**src/rtl/intc_pkg.sv**
```systemverilog
package intc_pkg;

    localparam int NUM_SRC    = 17;
    localparam int VEC_W      = $clog2(NUM_SRC);
    localparam int NUM_PIN    = 3;
    localparam int PIN_BASE   = 10;
    localparam int SUPPLY_IDX = 0;

    typedef logic [NUM_SRC-1:0] src_vec_t;
    typedef logic [VEC_W-1:0]   vec_t;

    typedef enum logic {
        POL_FALL = 1'b0,
        POL_RISE = 1'b1
    } edge_pol_e;

    typedef struct packed {
        logic valid;
        vec_t idx;
    } grant_t;

    function automatic src_vec_t one_hot(input vec_t idx);
        src_vec_t r;
        r = '0;
        r[idx] = 1'b1;
        return r;
    endfunction

    function automatic src_vec_t lower_than(input vec_t idx);
        src_vec_t r;
        for (int i = 0; i < NUM_SRC; i++)
            r[i] = (i < int'(idx));
        return r;
    endfunction

    function automatic logic is_pin(input int idx);
        return (idx >= PIN_BASE) && (idx < PIN_BASE + NUM_PIN);
    endfunction

endpackage

```
**src/rtl/intc_edge_detect.sv**
```systemverilog
module intc_edge_detect
    import intc_pkg::*;
(
    input  logic clk,
    input  logic rst,
    input  logic pin_i,
    input  logic pol_we_i,
    input  logic pol_bit_i,
    output logic evt_o
);

    logic      prev_q;
    edge_pol_e pol_q;

    always_ff @(posedge clk) begin
        if (rst) begin
            prev_q <= 1'b0;
            pol_q  <= POL_RISE;
        end else begin
            prev_q <= pin_i;
            if (pol_we_i)
                pol_q <= edge_pol_e'(pol_bit_i);
        end
    end

    always_comb begin
        if (pol_q == POL_RISE)
            evt_o = pin_i & ~prev_q;
        else
            evt_o = ~pin_i & prev_q;
    end

    // a steady pin under a steady polarity gives no second event
    assert_single_event_R5: assert property (@(posedge clk) disable iff (rst)
        evt_o |=> (!evt_o || !$stable(pol_bit_i) || $past(pol_we_i) || pol_we_i));

endmodule

```
**src/rtl/intc_pending_bank.sv**
```systemverilog
module intc_pending_bank
    import intc_pkg::*;
#(
    parameter int N = NUM_SRC
) (
    input  logic         clk,
    input  logic         rst,
    input  logic [N-1:0] set_i,
    input  logic [N-1:0] clr_i,
    output logic [N-1:0] pend_o
);

    logic [N-1:0] pend_q;
    logic [N-1:0] pend_d;

    always_comb pend_d = (pend_q & ~clr_i) | set_i;

    always_ff @(posedge clk) begin
        if (rst) pend_q <= '0;
        else     pend_q <= pend_d;
    end

    assign pend_o = pend_q;

    assert_clr_onehot_R9: assert property (@(posedge clk) disable iff (rst)
        $onehot0(clr_i));

    assert_set_sticks_R2: assert property (@(posedge clk) disable iff (rst)
        (|set_i) |=> ((pend_q & $past(set_i)) == $past(set_i)));

    assert_clear_only_acked_R9: assert property (@(posedge clk) disable iff (rst)
        (|(clr_i & ~set_i)) |=> ((pend_q & $past(clr_i & ~set_i)) == '0));

    assert_retained_R7: assert property (@(posedge clk) disable iff (rst)
        1'b1 |=> (($past(pend_q) & ~pend_q & ~$past(clr_i)) == '0));

endmodule

```
**src/rtl/intc_prio_encoder.sv**
```systemverilog
module intc_prio_encoder
    import intc_pkg::*;
(
    input  logic     clk,
    input  logic     rst,
    input  src_vec_t req_i,
    output grant_t   grant_o
);

    always_comb begin
        grant_o.valid = 1'b0;
        grant_o.idx   = '0;
        for (int i = NUM_SRC - 1; i >= 0; i--) begin
            if (req_i[i]) begin
                grant_o.valid = 1'b1;
                grant_o.idx   = vec_t'(i);
            end
        end
    end

    assert_lowest_wins_R6: assert property (@(posedge clk) disable iff (rst)
        grant_o.valid |-> (req_i[grant_o.idx] && ((req_i & lower_than(grant_o.idx)) == '0)));

    assert_valid_any_R6: assert property (@(posedge clk) disable iff (rst)
        grant_o.valid == (|req_i));

endmodule

```
**src/rtl/intc_vectored.sv**
```systemverilog
module intc_vectored
    import intc_pkg::*;
#(
    parameter int N     = NUM_SRC,
    parameter int VW    = VEC_W,
    parameter int NPIN  = NUM_PIN,
    parameter int PBASE = PIN_BASE
) (
    input  logic          clk,
    input  logic          rst,
    input  logic          supply_por_i,
    input  logic          supply_lvd_i,
    input  logic [N-1:1]  src_i,
    input  logic          mask_we_i,
    input  logic [N-1:0]  mask_wdata_i,
    input  logic          pol_we_i,
    input  logic [NPIN-1:0] pol_wdata_i,
    input  logic          gie_i,
    input  logic          ack_i,
    output logic          irq_o,
    output logic [VW-1:0] vec_o
);

    src_vec_t set_vec;
    src_vec_t clr_vec;
    src_vec_t pend;
    src_vec_t mask_q;
    src_vec_t req;
    grant_t   grant;
    logic [NPIN-1:0] pin_evt;

    // edge-sensitive pins
    for (genvar k = 0; k < NPIN; k++) begin : g_pin
        intc_edge_detect u_edge (
            .clk       (clk),
            .rst       (rst),
            .pin_i     (src_i[PBASE + k]),
            .pol_we_i  (pol_we_i),
            .pol_bit_i (pol_wdata_i[k]),
            .evt_o     (pin_evt[k])
        );
    end

    // event vector: shared supply line, pins through detectors, rest level
    assign set_vec[SUPPLY_IDX] = supply_por_i | supply_lvd_i;
    for (genvar i = 1; i < N; i++) begin : g_set
        if (is_pin(i)) begin : g_edge
            assign set_vec[i] = pin_evt[i - PBASE];
        end else begin : g_level
            assign set_vec[i] = src_i[i];
        end
    end

    always_ff @(posedge clk) begin
        if (rst)            mask_q <= '0;
        else if (mask_we_i) mask_q <= mask_wdata_i;
    end

    intc_pending_bank #(.N(N)) u_bank (
        .clk    (clk),
        .rst    (rst),
        .set_i  (set_vec),
        .clr_i  (clr_vec),
        .pend_o (pend)
    );

    assign req = pend & mask_q;

    intc_prio_encoder u_prio (
        .clk     (clk),
        .rst     (rst),
        .req_i   (req),
        .grant_o (grant)
    );

    assign irq_o   = gie_i & grant.valid;
    assign vec_o   = irq_o ? grant.idx : '0;
    assign clr_vec = (ack_i && irq_o) ? one_hot(grant.idx) : '0;

    assert_gie_gates_R8: assert property (@(posedge clk) disable iff (rst)
        !gie_i |-> !irq_o);

    assert_vec_idle_R10: assert property (@(posedge clk) disable iff (rst)
        !irq_o |-> (vec_o == '0));

    assert_vec_enabled_R7: assert property (@(posedge clk) disable iff (rst)
        irq_o |-> (mask_q[vec_o] && pend[vec_o]));

    assert_reset_state_R1: assert property (@(posedge clk)
        $past(rst) |-> (pend == '0 && mask_q == '0 && !irq_o));

endmodule

```
**config.mk**
```make
export PLATFORM = sky130hd
export DESIGN_NAME = intc_vectored
export DESIGN_NICKNAME = d
export VERILOG_FILES = /design/src/rtl/intc_pkg.sv /design/src/rtl/intc_edge_detect.sv /design/src/rtl/intc_pending_bank.sv /design/src/rtl/intc_prio_encoder.sv /design/src/rtl/intc_vectored.sv
export SDC_FILE = /design/constraint.sdc
export NUM_CORES = 1
export LEC_CHECK = 0
export ABC_AREA = 1
export CORE_UTILIZATION = 48
export DETAILED_ROUTE_END_ITERATION = 8
export PLACE_DENSITY = 0.79
export SLEW_MARGIN = 20
export SYNTH_ARGS = -nofsm -noshare
export SYNTH_HDL_FRONTEND = slang
export SYNTH_SLANG_ARGS = --single-unit
export TNS_END_PERCENT = 10
```
**constraint.sdc**
```tcl
create_clock -name clk -period 2.2 [get_ports clk]
set_clock_uncertainty 0.1 [all_clocks]
set_input_delay 0.44 -clock clk [delete_from_list [all_inputs] [get_ports clk]]
set_output_delay 0.44 -clock clk [all_outputs]
set_load 0.02 [all_outputs]
```
==> results by group, run 1 <==
Run status
  – Status: finished, violations left
  – Failing checks: negative setup slack

Timing
  – Max-slew headroom: 0.702
  – Fmax: 440 MHz
  – Pins over their slew limit: 0
  – Period minus WS final: 2.27 ns
  – Worst slew pin tran: 0.446 ns
  – Worst setup margin: -0.0741 ns
  – Fin. Hold Viols: 0
  – Tcrit/Tclk final: 1.03
  – Final setup violating endpoints: 2
  – Unrepaired setup endpoints after global routing: true

Final layout
  – Layout cells sized above 1: 0.223
  – Fillers: 328
  – Ant diodes: 0
  – Final non-filler cell total: 398
  – Area of the multi-input gates: 1020 um^2
  – Register area: 803 um^2
  – Layout Nets: 393
  – Cell area after layout: 2760 um^2
  – Area grow syn2layout: 41.3%

Floorplan
  – Core Area: 3770 um^2
  – Die width: 65.8 um
  – Row cnt: 22
  – Die Area: 4330 um^2
  – Chip height: 65.8 um
  – Effective utilization at floorplan: 0.518
  – I/O pins: 50

Synthesis
  – Synth area leader: dfxtp_1
  – Post-Synthesis Cells: 274
  – Yosys top cell area share: 0.410
  – Post-synth EDFFs: 0
  – Top post-synthesis cells by count: nand2_1, nor2_1, dfxtp_1
  – Predominant post-synthesis flop cell: dfxtp_1
  – Post-Syn Area: 1950 um^2
  – Syn Area/Cell: 7.13 um^2
  – Synth cell types: 26
  – Most common cell in the netlist: nand2_1
  – Sequential area share after synthesis: 0.410
  – Syn_nets: 318
  – Async SR Flop Fraction: 0
  – Post-synthesis register bit count: 40
  – Yosys Warn Count: 0
  – Top cells by area, synth: dfxtp_1, nand2_1, nor2_1

Detailed routing
  – DR iter-0 viols: 56
  – Drt total wl: 4510 um
  – Total number of vias: 1939
  – Avg Vias per Cell: 4.87
  – Routed Antenna Nets: 0
  – WL per Instance: 11.3 um
  – First-pass iteration count of the detailed router: 4
  – Post-route DRC: 0

Worst setup path
  – CP Class: reg -> out
  – Worst EP arrival: 1.73 ns
  – Worst setup SP type: register
  – Crit path required time: 1.66 ns
  – Worst Path Max Fanout: 2
  – Critical path endpoint category: output port

Clocking
  – Worst-Skew Late Latency: 0.28 ns
  – Clock transition at path regs: 0.07 ns
  – Clk buf depth: 2
  – CTS tree: done
  – Total CTS buffers: 5
  – CTS sink cnt: 40
  – Post-CTS Hold Buffers: 0
  – H-tree depth: 2
  – CTS root buf: clkbuf_8

Place
  – PortBufs: 49
  – Placed Instance Area: 2660 um^2
  – Routability Congestion: 0.867
  – DP HPWL: 3440 um
  – # placed instances: 389

Global route
  – GRT Util Overall: 0.238
  – GR Overflow Total: 0
  – Initial antenna violation count: 0
  – First-pass GRT wire length: 7900 um
  – Number of global-route vias before repair: 1811
  – Largest net degree at the start of global routing: 18

Flow run
  – Max Cap Viol: 0

Power
  – LEAKAGE: 1.31 nW
  – Max VDD drop: 0.413 mV
  – Power Density: 636 nW/um^2

Hold path
  – HP Class: reg -> reg
-- kinds of logic after synthesis --
group	share of synthesized area
flip-flops	0.410
AND/OR/NAND/NOR	0.365
buffers and inverters	0.0750
AO/OA/AOI/OAI	0.151
-- placed cells by master (no fill, tap or decap), drive strengths merged, types with 2 or more instances in the layout --
cell type       n
clkbuf          9
nand4           8
nor2           53
buf            29
nand2          70
and3            2
dfxtp          40
o21ai          21
clkdlybuf4s50  43
a21oi          22
nor3            2
inv            32
nand3          12
-- worst max-delay path, stage by stage (launching register included) --
cell and delay (ns):
dfxtp_2 0.34, nand2_2 0.06, inv_2 0.05, nand2_1 0.04, nand2_1 0.05, nand2_1 0.05
nand2_1 0.06, nand2_1 0.06, nand2_1 0.06, nand2_1 0.05, nand2_1 0.05, nand2_1 0.04
nand2_1 0.05, nand2_1 0.05, nand2_1 0.06, nand2_2 0.06, nand2_4 0.07, nand2_4 0.05
nor2_4 0.08, buf_6 0.12
-- report_power, final --
part           switching (mW)  internal [mW]  total [mW]
logic                   0.246          0.223       0.469
registers              0.0250          0.777       0.802
clock network           0.227          0.255       0.483
-- registers in the layout (all words and copies together) (netlist names) --
register,cells
mask_q,17
u_bank.pend_o,17
g_pin.u_edge.pol_q,3
g_pin.u_edge.prev_q,3
-- through the flow --
stage / TNS, ns / setup WS, ns / total power, mW / hold slack, ns / utilization
after floorplan: 0 / 0.209 / 1.06 / 0.340 / -
after global placement: -0.606 / -0.195 / 1.27 / 0.349 / 0.706
after detailed placement: -0.762 / -0.239 / 1.28 / 0.357 / 0.706
after CTS: -0.0779 / -0.0572 / 1.76 / 0.370 / 0.730
after global routing: -0.453 / -0.178 / 1.85 / 0.391 / 0.732
final: -0.0839 / -0.0741 / 1.75 / 0.369 / 0.732
-- metal layers --
metal | wire, um | GRT usage
met5 | 0 | 0
met4 | 50 | 0.0652
met3 | 200 | 0.0552
met2 | 2070 | 0.390
met1 | 2190 | 0.309
-- path summary, 6_finish.rpt --
kind                startpoint          endpoint  slack (ns)  depth (start not counted)
max reg2reg  u_bank.pend_o[13]  u_bank.pend_o[3]        0.17                         15
max          u_bank.pend_o[15]          vec_o[0]       -0.07                         19
min reg2reg   u_bank.pend_o[7]  u_bank.pend_o[7]        0.37                          2
min           u_bank.pend_o[7]  u_bank.pend_o[7]        0.37                          2
-- area by class of cell --
cell class	count	area share
Timing Repair Buffer	74	0.239
Clock buffer	8	0.0327
Tap cell	48	0.0218
Sequential cell	40	0.291
Inverter	33	0.0449
Multi-Input combinational cell	195	0.370
-- what timing repair did --
item / CTS / global route
setup endpoints to repair: 6 / 6
pin swaps: 0 / 1
buffers inserted: 0 / 1
gates resized for setup: 27 / 4
No activity file was read; power rests on OpenSTA's default activity.
==> run 2, diff against run 1 <==
- TNS_END_PERCENT: 10 -> 5
==> results of run 2 <==
Same layout as run 1: the final DEF is identical, and so are final timing and power.
==> run 3, diff against run 2 <==
- CTS_CLUSTER_SIZE: not set -> 30
- PLACE_DENSITY: 0.79 -> not set
- PLACE_DENSITY_LB_ADDON: not set -> 0.25
==> results by group, run 3 (synthesis results as in run 1) <==
Floorplan
  – Row cnt: 22 (unchanged)
  – Chip height: 65.8 um (unchanged)
  – Die Area: 4330 um^2 (unchanged)
  – I/O pins: 50 (unchanged)
  – Effective utilization at floorplan: 0.518 (unchanged)
  – Core Area: 3770 um^2 (unchanged)
  – Die width: 65.8 um (unchanged)

Timing
  – Pins over their slew limit: 0 (unchanged)
  – Hold slack: 0.366 ns (-0.00271 ns)
  – Final setup violating endpoints: 2 (unchanged)
  – Tcrit/Tclk final: 1.07 (+0.0337)
  – Unrepaired setup endpoints after global routing: true
  – Worst slew pin tran: 0.462 ns (+0.0161 ns)
  – Fin. Hold Viols: 0 (unchanged)
  – Fmax: 426 MHz (-3.2%)
  – Max-slew headroom: 0.691 (-0.0107)
  – Period minus WS final: 2.35 ns (+0.0742 ns)
  – Worst setup margin: -0.148 ns (-0.0742 ns)
  – Total Neg Setup Slack: -0.171 ns (-0.0875 ns)

Clocking
  – CTS root buf: clkbuf_8
  – Post-CTS Hold Buffers: 0 (unchanged)
  – CTS sink cnt: 40 (unchanged)
  – Worst-Skew Late Latency: 0.30 ns (+0.02 ns)
  – Clock transition at path regs: 0.08 ns (about the same)
  – Clk buf depth: 2 (unchanged)
  – CTS tree: done
  – H-tree depth: 2 (unchanged)
  – Total CTS buffers: 5 (unchanged)

Detailed routing
  – First-pass iteration count of the detailed router: 4 (unchanged)
  – Total number of vias: 1963 (+1.2%)
  – Post-route DRC: 0 (unchanged)
  – Avg Vias per Cell: 4.99 (+2.5%)
  – DR iter-0 viols: 87 (+55%)
  – Routed Antenna Nets: 0 (unchanged)
  – WL per Instance: 12.3 um (+8.8%)
  – Drt total wl: 4840 um (+7.4%)

Worst setup path
  – Worst flop-to-flop path startpoint: mask_q[15]
  – Worst setup endpoint: vec_o[0]
  – Crit path required time: 1.66 ns (about the same)
  – Reg-to-reg endpoint: u_bank.pend_o[4]
  – Cells on worst reg2reg path: 13 (-2)
  – R2r setup slk: 0.13 ns (-0.04 ns)
  – Critical path endpoint category: output port
  – CP Class: reg -> out
  – Setup crit start: mask_q[15]
  – Worst EP arrival: 1.81 ns (+0.08 ns)
  – Worst Path Max Fanout: 2 (unchanged)
  – Worst setup SP type: register

Power
  – Switching power share of the total: 0.303 (+0.0190)
  – Flop pwr share: 0.446 (-0.011)
  – Internal: 1.25 mW (about the same)
  – Overall power: 1.80 mW (+2.6%)
  – Sw Pwr: 0.546 mW (+9.5%)
  – Max VDD drop: 0.500 mV (+21%)
  – Clk pwr share: 0.286 (+0.011)
  – Gate power share: 0.269 (+0.002)
  – LEAKAGE: 1.29 nW (-1.6%)
  – Power Density: 654 nW/um^2 (+2.9%)

Global route
  – GRT Util Overall: 0.252 (+0.0139)
  – Initial antenna violation count: 0 (unchanged)
  – Number of global-route vias before repair: 1856 (+2.5%)
  – First-pass GRT wire length: 8050 um (+1.9%)
  – GR Overflow Total: 0 (unchanged)
  – Largest net degree at the start of global routing: 19 (+1)

Hold path
  – HP Class: reg -> reg

Final layout
  – Fillers: 309 (-5.8%)
  – Layout Nets: 388 (-1.3%)
  – Area grow syn2layout: 40.9%
  – Most frequent cells in the layout: nand2_1, nor2_1, clkdlybuf4s50_1
  – Final Util: 0.730 (-0.00166)
  – Commonest non-fill, non-tap cell in the layout: nand2_1
  – Ant diodes: 0 (unchanged)
  – Layout cells sized above 1: 0.226 (+0.00323)
  – Final non-filler cell total: 393 (-1.3%)

Run status
  – Status: finished, violations left
  – Failing checks: negative setup slack

Place
  – Routability Congestion: 0.854 (-1.4%)
  – # placed instances: 383 (-1.5%)
  – DP HPWL: 3440 um (-0.18%)
  – PortBufs: 49 (unchanged)

Flow run
  – Max Cap Viol: 0 (unchanged)
## run 3: worst max-delay path, stage by stage (launching register included)
cell and delay (ns):
dfxtp_2 0.34, nand2_2 0.07, inv_2 0.04, nand2_1 0.04
nand2_1 0.05, nand2_1 0.04, nand2_1 0.05, nand2_1 0.06
nand2_1 0.07, nand2_1 0.05, nand2_1 0.07, nand2_1 0.05
nand2_1 0.05, nand2_1 0.05, nand2_1 0.07, nand2_2 0.06
nand2_4 0.07, nand2_4 0.04, nor2_1 0.08, buf_4 0.14
## run 3: how the worst min path moves through the flow
stage,slack (ns),end,cells after the start,start
final,0.37,u_bank.pend_o[1],2,u_bank.pend_o[1]
after global routing,0.39,u_bank.pend_o[7],2,u_bank.pend_o[7]
after CTS,0.37,u_bank.pend_o[1],2,u_bank.pend_o[1]
after detailed placement,0.35,u_bank.pend_o[1],2,u_bank.pend_o[1]
after global placement,0.35,u_bank.pend_o[7],2,u_bank.pend_o[7]
after floorplan,0.34,u_bank.pend_o[1],2,u_bank.pend_o[1]
## run 3: cell type report
class	instances	area, um^2	area share
Multi-Input combinational cell	195	1050	0.382
Sequential cell	40	803	0.292
Timing Repair Buffer	69	621	0.225
Inverter	33	124	0.0450
Clock buffer	7	86.3	0.0314
Tap cell	48	60.1	0.0218
Clock inverter	1	7.51	0.00273
## run 3: power groups by stage
stage | combinational, mW | clock (mW) | sequential (mW)
after floorplan | 0.254 | 0 | 0.811
after global routing | 0.528 | 0.554 | 0.808
after CTS | 0.468 | 0.520 | 0.801
after detailed placement | 0.457 | 0 | 0.817
after global placement | 0.451 | 0 | 0.815
final | 0.484 | 0.514 | 0.802
## run 3: per-stage QoR
step	instance area (um^2)	setup WS, ns
after CTS	2730	-0.0715
after global routing	2750	-0.294
after global placement	2620	-0.181
after detailed placement	2620	-0.209
after floorplan	1950	0.209
final	2750	-0.148
## run 3: per-layer routing
| layer | track usage | share of wire | up-vias |
|---|---|---|---|
| li1 | - | - | 1011 |
| met1 | 0.305 | 0.43 | 867 |
| met2 | 0.421 | 0.48 | 76 |
| met3 | 0.0569 | 0.065 | 9 |
| met4 | 0.111 | 0.020 | 0 |
| met5 | 0 | 0 | - |
## run 3: repair_timing
action | 4_1_cts | 5_1_grt
resized for setup | 34 | 7
setup endpoints to repair | 6 | 8
gates cloned | 0 | 0
buffers inserted | 1 | 1
pin swaps | 2 | 2
